[src/rtl/pws_pkg.sv]
package pws_pkg;
  typedef enum logic [2:0] {
    ST_OPER,
    ST_IDLE,
    ST_IDLE_WAKE,
    ST_STBY,
    ST_STBY_WAKE
  } pws_state_e;

  typedef enum logic [1:0] {
    WK_SHORT,
    WK_FAST,
    WK_LONG
  } wake_kind_e;
endpackage

[src/rtl/pws_irq_filter.sv]
module pws_irq_filter #(
  parameter int DG_SAMPLES = 2
) (
  input  logic clk_i,
  input  logic rst_ni,
  input  logic tick_i,
  input  logic irq_i,
  output logic irq_sync_o,
  output logic wake_acc_o
);
  logic [1:0]            sync_q;
  logic [DG_SAMPLES-1:0] dg_q;

  always_ff @(posedge clk_i or negedge rst_ni) begin
    if (!rst_ni) begin
      sync_q <= '0;
      dg_q   <= '0;
    end else begin
      sync_q <= {sync_q[0], irq_i};
      if (tick_i) dg_q <= (dg_q << 1) | DG_SAMPLES'(sync_q[1]);
    end
  end

  assign irq_sync_o = sync_q[1];
  assign wake_acc_o = &dg_q;

  a_r6_accept_on_tick: assert property (@(posedge clk_i) disable iff (!rst_ni)
    $rose(wake_acc_o) |-> $past(tick_i));
endmodule

[src/rtl/pws_tick_div.sv]
module pws_tick_div #(
  parameter int LONG_LOG2 = 11,
  parameter int FAST_LOG2 = 2
) (
  input  logic clk_i,
  input  logic rst_ni,
  input  logic tick_i,
  output logic long_b_o,
  output logic fast_b_o
);
  logic [LONG_LOG2-1:0] div_q;

  always_ff @(posedge clk_i or negedge rst_ni) begin
    if (!rst_ni)     div_q <= '0;
    else if (tick_i) div_q <= div_q + 1'b1;
  end

  assign long_b_o = tick_i & (&div_q);
  assign fast_b_o = tick_i & (&div_q[FAST_LOG2-1:0]);

  a_r8_fast_gap: assert property (@(posedge clk_i) disable iff (!rst_ni)
    fast_b_o |=> !fast_b_o);
endmodule

[src/rtl/pws_fsm.sv]
module pws_fsm
  import pws_pkg::*;
#(
  parameter int SHORT_CYC = 2
) (
  input  logic clk_i,
  input  logic rst_ni,
  input  logic req_idle_i,
  input  logic req_stby_i,
  input  logic clk_sel_pll_i,
  input  logic keep_clk_i,
  input  logic fast_wake_i,
  input  logic irq_sync_i,
  input  logic wake_acc_i,
  input  logic fast_b_i,
  input  logic long_b_i,
  output logic cpu_clk_en_o,
  output logic osc_en_o,
  output logic run_o,
  output logic bus_low_o,
  output logic periph_rst_o
);
  localparam int CW = (SHORT_CYC > 1) ? $clog2(SHORT_CYC) : 1;
  localparam logic [CW-1:0] CNT_INIT = CW'(SHORT_CYC - 1);

  pws_state_e state_q, state_d;
  wake_kind_e mode_q, mode_d, kind_sel;
  logic [CW-1:0] cnt_q, cnt_d;
  logic bnd_q, bnd_d, bnd_hit;

  // delay kind is frozen at the standby request
  always_comb begin
    if (clk_sel_pll_i) kind_sel = fast_wake_i ? WK_FAST : WK_LONG;
    else               kind_sel = keep_clk_i ? WK_SHORT : WK_LONG;
  end

  assign bnd_hit = (mode_q == WK_FAST) ? fast_b_i : long_b_i;

  always_comb begin
    state_d = state_q;
    mode_d  = mode_q;
    cnt_d   = cnt_q;
    bnd_d   = bnd_q;
    unique case (state_q)
      ST_OPER: begin
        if (req_stby_i) begin
          state_d = ST_STBY;
          mode_d  = kind_sel;
        end else if (req_idle_i) begin
          state_d = ST_IDLE;
        end
      end
      ST_IDLE: begin
        if (irq_sync_i) begin
          state_d = ST_IDLE_WAKE;
          cnt_d   = CNT_INIT;
        end
      end
      ST_IDLE_WAKE: begin
        if (cnt_q == '0) state_d = ST_OPER;
        else             cnt_d   = cnt_q - CW'(1);
      end
      ST_STBY: begin
        if (wake_acc_i) begin
          state_d = ST_STBY_WAKE;
          cnt_d   = CNT_INIT;
          bnd_d   = 1'b0;
        end
      end
      ST_STBY_WAKE: begin
        if (mode_q == WK_SHORT) begin
          if (cnt_q == '0) state_d = ST_OPER;
          else             cnt_d   = cnt_q - CW'(1);
        end else if (bnd_hit) begin
          // second divider boundary ends the wait
          if (bnd_q) state_d = ST_OPER;
          else       bnd_d   = 1'b1;
        end
      end
      default: state_d = ST_OPER;
    endcase
  end

  always_ff @(posedge clk_i or negedge rst_ni) begin
    if (!rst_ni) begin
      state_q <= ST_OPER;
      mode_q  <= WK_LONG;
      cnt_q   <= '0;
      bnd_q   <= 1'b0;
    end else begin
      state_q <= state_d;
      mode_q  <= mode_d;
      cnt_q   <= cnt_d;
      bnd_q   <= bnd_d;
    end
  end

  logic in_stby;
  assign in_stby      = (state_q == ST_STBY) || (state_q == ST_STBY_WAKE);
  assign cpu_clk_en_o = (state_q == ST_OPER);
  assign run_o        = !in_stby;
  assign bus_low_o    = in_stby;
  assign periph_rst_o = in_stby;
  assign osc_en_o     = (state_q != ST_STBY) || (mode_q == WK_SHORT);

  a_r4_idle_needs_irq: assert property (@(posedge clk_i) disable iff (!rst_ni)
    (state_q == ST_IDLE && !irq_sync_i) |=> (state_q == ST_IDLE));
  a_r4_stby_needs_acc: assert property (@(posedge clk_i) disable iff (!rst_ni)
    (state_q == ST_STBY && !wake_acc_i) |=> (state_q == ST_STBY));
  a_r5_pll_off: assert property (@(posedge clk_i) disable iff (!rst_ni)
    (state_q == ST_STBY && mode_q != WK_SHORT) |-> !osc_en_o);
  a_r12_wake_no_reentry: assert property (@(posedge clk_i) disable iff (!rst_ni)
    (state_q == ST_STBY_WAKE) |=> (state_q inside {ST_STBY_WAKE, ST_OPER}));
endmodule

[src/rtl/pwr_wake_seq.sv]
module pwr_wake_seq #(
  parameter int LONG_LOG2  = 11,
  parameter int FAST_LOG2  = 2,
  parameter int SHORT_CYC  = 2,
  parameter int DG_SAMPLES = 2
) (
  input  logic clk_i,
  input  logic rst_ni,
  input  logic tick_i,
  input  logic req_idle_i,
  input  logic req_stby_i,
  input  logic irq_i,
  input  logic clk_sel_pll_i,
  input  logic keep_clk_i,
  input  logic fast_wake_i,
  output logic cpu_clk_en_o,
  output logic osc_en_o,
  output logic run_o,
  output logic bus_low_o,
  output logic periph_rst_o
);
  logic irq_sync, wake_acc, long_b, fast_b;

  pws_irq_filter #(.DG_SAMPLES(DG_SAMPLES)) u_filt (
    .clk_i(clk_i), .rst_ni(rst_ni), .tick_i(tick_i), .irq_i(irq_i),
    .irq_sync_o(irq_sync), .wake_acc_o(wake_acc)
  );

  pws_tick_div #(.LONG_LOG2(LONG_LOG2), .FAST_LOG2(FAST_LOG2)) u_div (
    .clk_i(clk_i), .rst_ni(rst_ni), .tick_i(tick_i),
    .long_b_o(long_b), .fast_b_o(fast_b)
  );

  pws_fsm #(.SHORT_CYC(SHORT_CYC)) u_fsm (
    .clk_i(clk_i), .rst_ni(rst_ni),
    .req_idle_i(req_idle_i), .req_stby_i(req_stby_i),
    .clk_sel_pll_i(clk_sel_pll_i), .keep_clk_i(keep_clk_i), .fast_wake_i(fast_wake_i),
    .irq_sync_i(irq_sync), .wake_acc_i(wake_acc),
    .fast_b_i(fast_b), .long_b_i(long_b),
    .cpu_clk_en_o(cpu_clk_en_o), .osc_en_o(osc_en_o), .run_o(run_o),
    .bus_low_o(bus_low_o), .periph_rst_o(periph_rst_o)
  );

  a_r11_release_together: assert property (@(posedge clk_i) disable iff (!rst_ni)
    cpu_clk_en_o |-> (run_o && !bus_low_o && !periph_rst_o));
endmodule

[config.mk]
export PLATFORM = sky130hd
export DESIGN_NAME = pwr_wake_seq
export DESIGN_NICKNAME = d
export VERILOG_FILES = /design/src/rtl/pws_pkg.sv /design/src/rtl/pws_irq_filter.sv /design/src/rtl/pws_tick_div.sv /design/src/rtl/pws_fsm.sv /design/src/rtl/pwr_wake_seq.sv
export SDC_FILE = /design/constraint.sdc
export NUM_CORES = 1
export LEC_CHECK = 0
export ABC_AREA = 1
export CAP_MARGIN = 10
export CORE_MARGIN = 2
export CORE_UTILIZATION = 40
export CTS_BUF_LIST = sky130_fd_sc_hd__clkbuf_4
export DETAILED_ROUTE_END_ITERATION = 16
export SYNTH_ARGS = -nofsm -noshare
export SYNTH_HDL_FRONTEND = slang
export SYNTH_HIERARCHICAL = 1
export SYNTH_SLANG_ARGS = --single-unit
[constraint.sdc]
create_clock -name clk_i -period 1.65 [get_ports clk_i]
set_input_delay 0.33 -clock clk_i [delete_from_list [all_inputs] [get_ports clk_i]]
set_output_delay 0.33 -clock clk_i [all_outputs]
set_load 0.03 [all_outputs]
==> out/qor.csv <==
metric,value,unit
"FF+latch count, synth",22,
clock sinks,22,
Final Setup Violations,2,
Chip Height,58.9,µm
fin. max-slew vios,0,
largest net degree at the start of global routing,23,
layout cells sized above 1,24.6,%
iteration-0 DRC count of the detailed router,40,
post-synth cell types,20,
Critical Setup Path Class,reg2out,
DIE AREA,3460,µm²
core area,2810,µm²
HPWL after DPL,1820,µm
Slew @ Worst Pin,298,ps
CTS Hold Buffers Added,0,
Design Power,2.73,mW
crit end category,primary output,
ANT cells,0,
Syn Std Cell Area,1200,µm²
non-filler instance count after layout,234,
GR Overflow Total,0,
Setup WS pre-CTS,-58.0,ps
Cell Pwr Density,1710,nW/µm²
Pleak,0.872,nW
GP Congestion,0.936,
Synthesis Warnings,6,
critical path launch point type,flop,
Via Count,1108,
I/O Buffers,13,
sequential element share of the synthesized area,45.8,%
final setup margin,-3.77,ps
f_max,605,MHz
Syn Nets,174,
CTS H-tree depth,1,
Tot GR Track Use,17.0,%
Tcrit/Tclk final,100,%
Initial Utilization,42.9,%
HP Class,in2async,
CP max FO,4,
status,finished with violations,
Rows,19,
number of global-route vias before repair,1090,
# IOs,14,
DP Cell Count,217,
Worst R2R Setup Slack,30,ps
TritonCTS Buffers,3,
via/cell ratio,4.74,
clock tree buffer depth,2,
drt wl/cell,11.0,µm
DIE WIDTH,58.9,µm
fin crit period,1650,ps
Clk Tree Root Cell,clkbuf_4,
Pre-Repair DR Iteration Count,10,
DRC violations left,2,
final net count,214,
"Avg Cell Area, Syn",7.34,µm²
Peak VDD IR,801,µV
later-pin clock latency in the skew report,310,ps
WHS,349,ps
layout overhead on the synthesized area,32.4,%
DRT Wirelength,2580,µm
Max-Cap Viols,0,
skew final,17.5,ps
first-pass GRT wire length,4440,µm
initial antenna violation count,0,
Slew Limit Headroom,80.1,%
RSZ-0062 raised after global routing,true,
WP data required,1320,ps
Clock Pin Slew Worst Setup and Hold Paths,130,ps
failing checks,"design-rule violations, negative setup slack",
Post-Synthesis Cells,164,
WP data arrival,1320,ps
post-route cell area,1590,µm²
remaining antenna violation count,0,
"Hold Violations, Final",0,
placed cell areas,1430,µm²
CTS tree,yes,
-- per-layer routing --
| layer | up-vias | global-route usage, % | share of wire [%] |
|---|---|---|---|
| met1 | 512 | 21.0 | 46 |
| met2 | 14 | 27.8 | 49 |
| met3 | 6 | 2.86 | 3.1 |
| met4 | 0 | 10.4 | 2.2 |
| met5 | - | 0 | 0 |
| li1 | 576 | - | - |
-- worst max-delay path, cell delays in order, from the launching register on --
cell and delay (ps):
dfrtp_1 430, buf_6 130, nor2_4 130, nand2_2 80, nand2_4 80, inv_2 30, buf_6 120
-- cells by family (layout without fill, tap and decap cells) --
family,Yosys count,in the layout,share of synthesized area (%)
AND/OR/NAND/NOR,92,92,34.0
flip-flops,22,22,45.8
XOR/XNOR,5,5,3.64
buffers and inverters,35,74,11.2
adder cells (fa/ha/maj),1,1,1.04
AO/OA/AOI/OAI,8,8,3.33
multiplexers,1,1,0.935
-- state kept, by name, indices dropped and copies added (netlist names) --
name / count
u_fsm/mode_q: 2
u_fsm/cnt_q: 1
u_filt/sync_q: 2
u_fsm/bnd_q: 1
u_div/div_q: 11
u_fsm/state_q: 3
u_filt/dg_q: 2
-- cell type report --
cell class                 count  area (µm²)
clock inverter                 1        3.75
sequential                    22         552
multi-input combinational    107         544
tap                           31        38.8
clock buffer                   3        22.5
fill                         274        1210
timing repair buffer          36         303
inverter                      34         130
-- placed cells by master (no fill, tap or decap) --
| cell type | Yosys | final |
|---|---|---|
| nand2_1 | 54 | 50 |
| inv_1 | 33 | 30 |
| buf_4 | 1 | 23 |
| dfrtp_1 | 21 | 21 |
| nand3_1 | 17 | 16 |
| clkdlybuf4s50_1 | 0 | 8 |
| nor2_1 | 8 | 7 |
| xor2_1 | 5 | 5 |
| nand2_2 | 2 | 5 |
| o21ai_0 | 5 | 5 |
| buf_6 | 0 | 4 |
| nand4_1 | 4 | 4 |
| clkbuf_4 | 0 | 3 |
| nor2_4 | 2 | 3 |
| nor2_2 | 3 | 3 |
| inv_2 | 1 | 3 |
| a21oi_1 | 2 | 2 |
| clkinv_1 | 0 | 1 |
| buf_2 | 0 | 1 |
| nand3b_1 | 1 | 1 |
| mux2_2 | 1 | 1 |
| ha_1 | 1 | 1 |
| inv_4 | 0 | 1 |
| nand2_4 | 0 | 1 |
| nand3_2 | 0 | 1 |
| nor3_1 | 1 | 1 |
| o21ai_1 | 1 | 1 |
| dfstp_2 | 1 | 1 |
-- what timing repair did --
action | CTS | global route
endpoints found under the hold margin | 0 | 0
buffers inserted | 9 | 4
endpoints found under the setup margin | 5 | 7
pin swaps | 5 | 5
resized for setup | 17 | 4
-- worst paths after layout --
check                                        startpoint                      endpoint  cells after the start
min in group clk_i           u_filt/sync_q[0]$_DFF_PN0_    u_filt/sync_q[1]$_DFF_PN0_                      0
hold reg to reg              u_filt/sync_q[0]$_DFF_PN0_    u_filt/sync_q[1]$_DFF_PN0_                      0
hold / removal                                   rst_ni  u_fsm/state_q[0]$_DFFE_PN0P_                      2
max in group asynchronous                        rst_ni   u_fsm/mode_q[1]$_DFFE_PN1P_                      2
setup reg to reg           u_fsm/state_q[0]$_DFFE_PN0P_  u_fsm/state_q[1]$_DFFE_PN0P_                     11
setup / recovery           u_fsm/state_q[0]$_DFFE_PN0P_                         run_o                      6
-- where the power goes --
| part | leakage, nW | internal (mW) | switching (mW) |
|---|---|---|---|
| clock network | 0.0154 | 0.0884 | 0.163 |
| registers | 0.261 | 0.720 | 0.130 |
| logic | 0.595 | 0.755 | 0.872 |
-- synthesized netlist by cell type --
cell,n,share of area (%)
o21ai_0,5,2.1
ha_1,1,1.0
dfstp_2,1,2.2
inv_2,1,0.31
inv_1,33,10
nand3_1,17,7.1
xor2_1,5,3.6
nand4_1,4,2.1
nor3_1,1,0.42
buf_4,1,0.62
nor2_1,8,2.5
dfrtp_1,21,44
o21ai_1,1,0.42
nand2_1,54,17
nor2_2,3,1.6
nor2_4,2,1.9
nand2_2,2,1.0
mux2_2,1,0.94
nand3b_1,1,0.62
a21oi_1,2,0.83
-- per-stage QoR --
step                      utilization (%)  setup TNS [ps]
after global placement               51.0           -45.4
after detailed placement             51.0            -211
final                                56.8           -3.96
after floorplan                         -               0
after global routing                 56.8            -272
after CTS                            55.3           -6.66
Power figures use the tool's default switching activity.
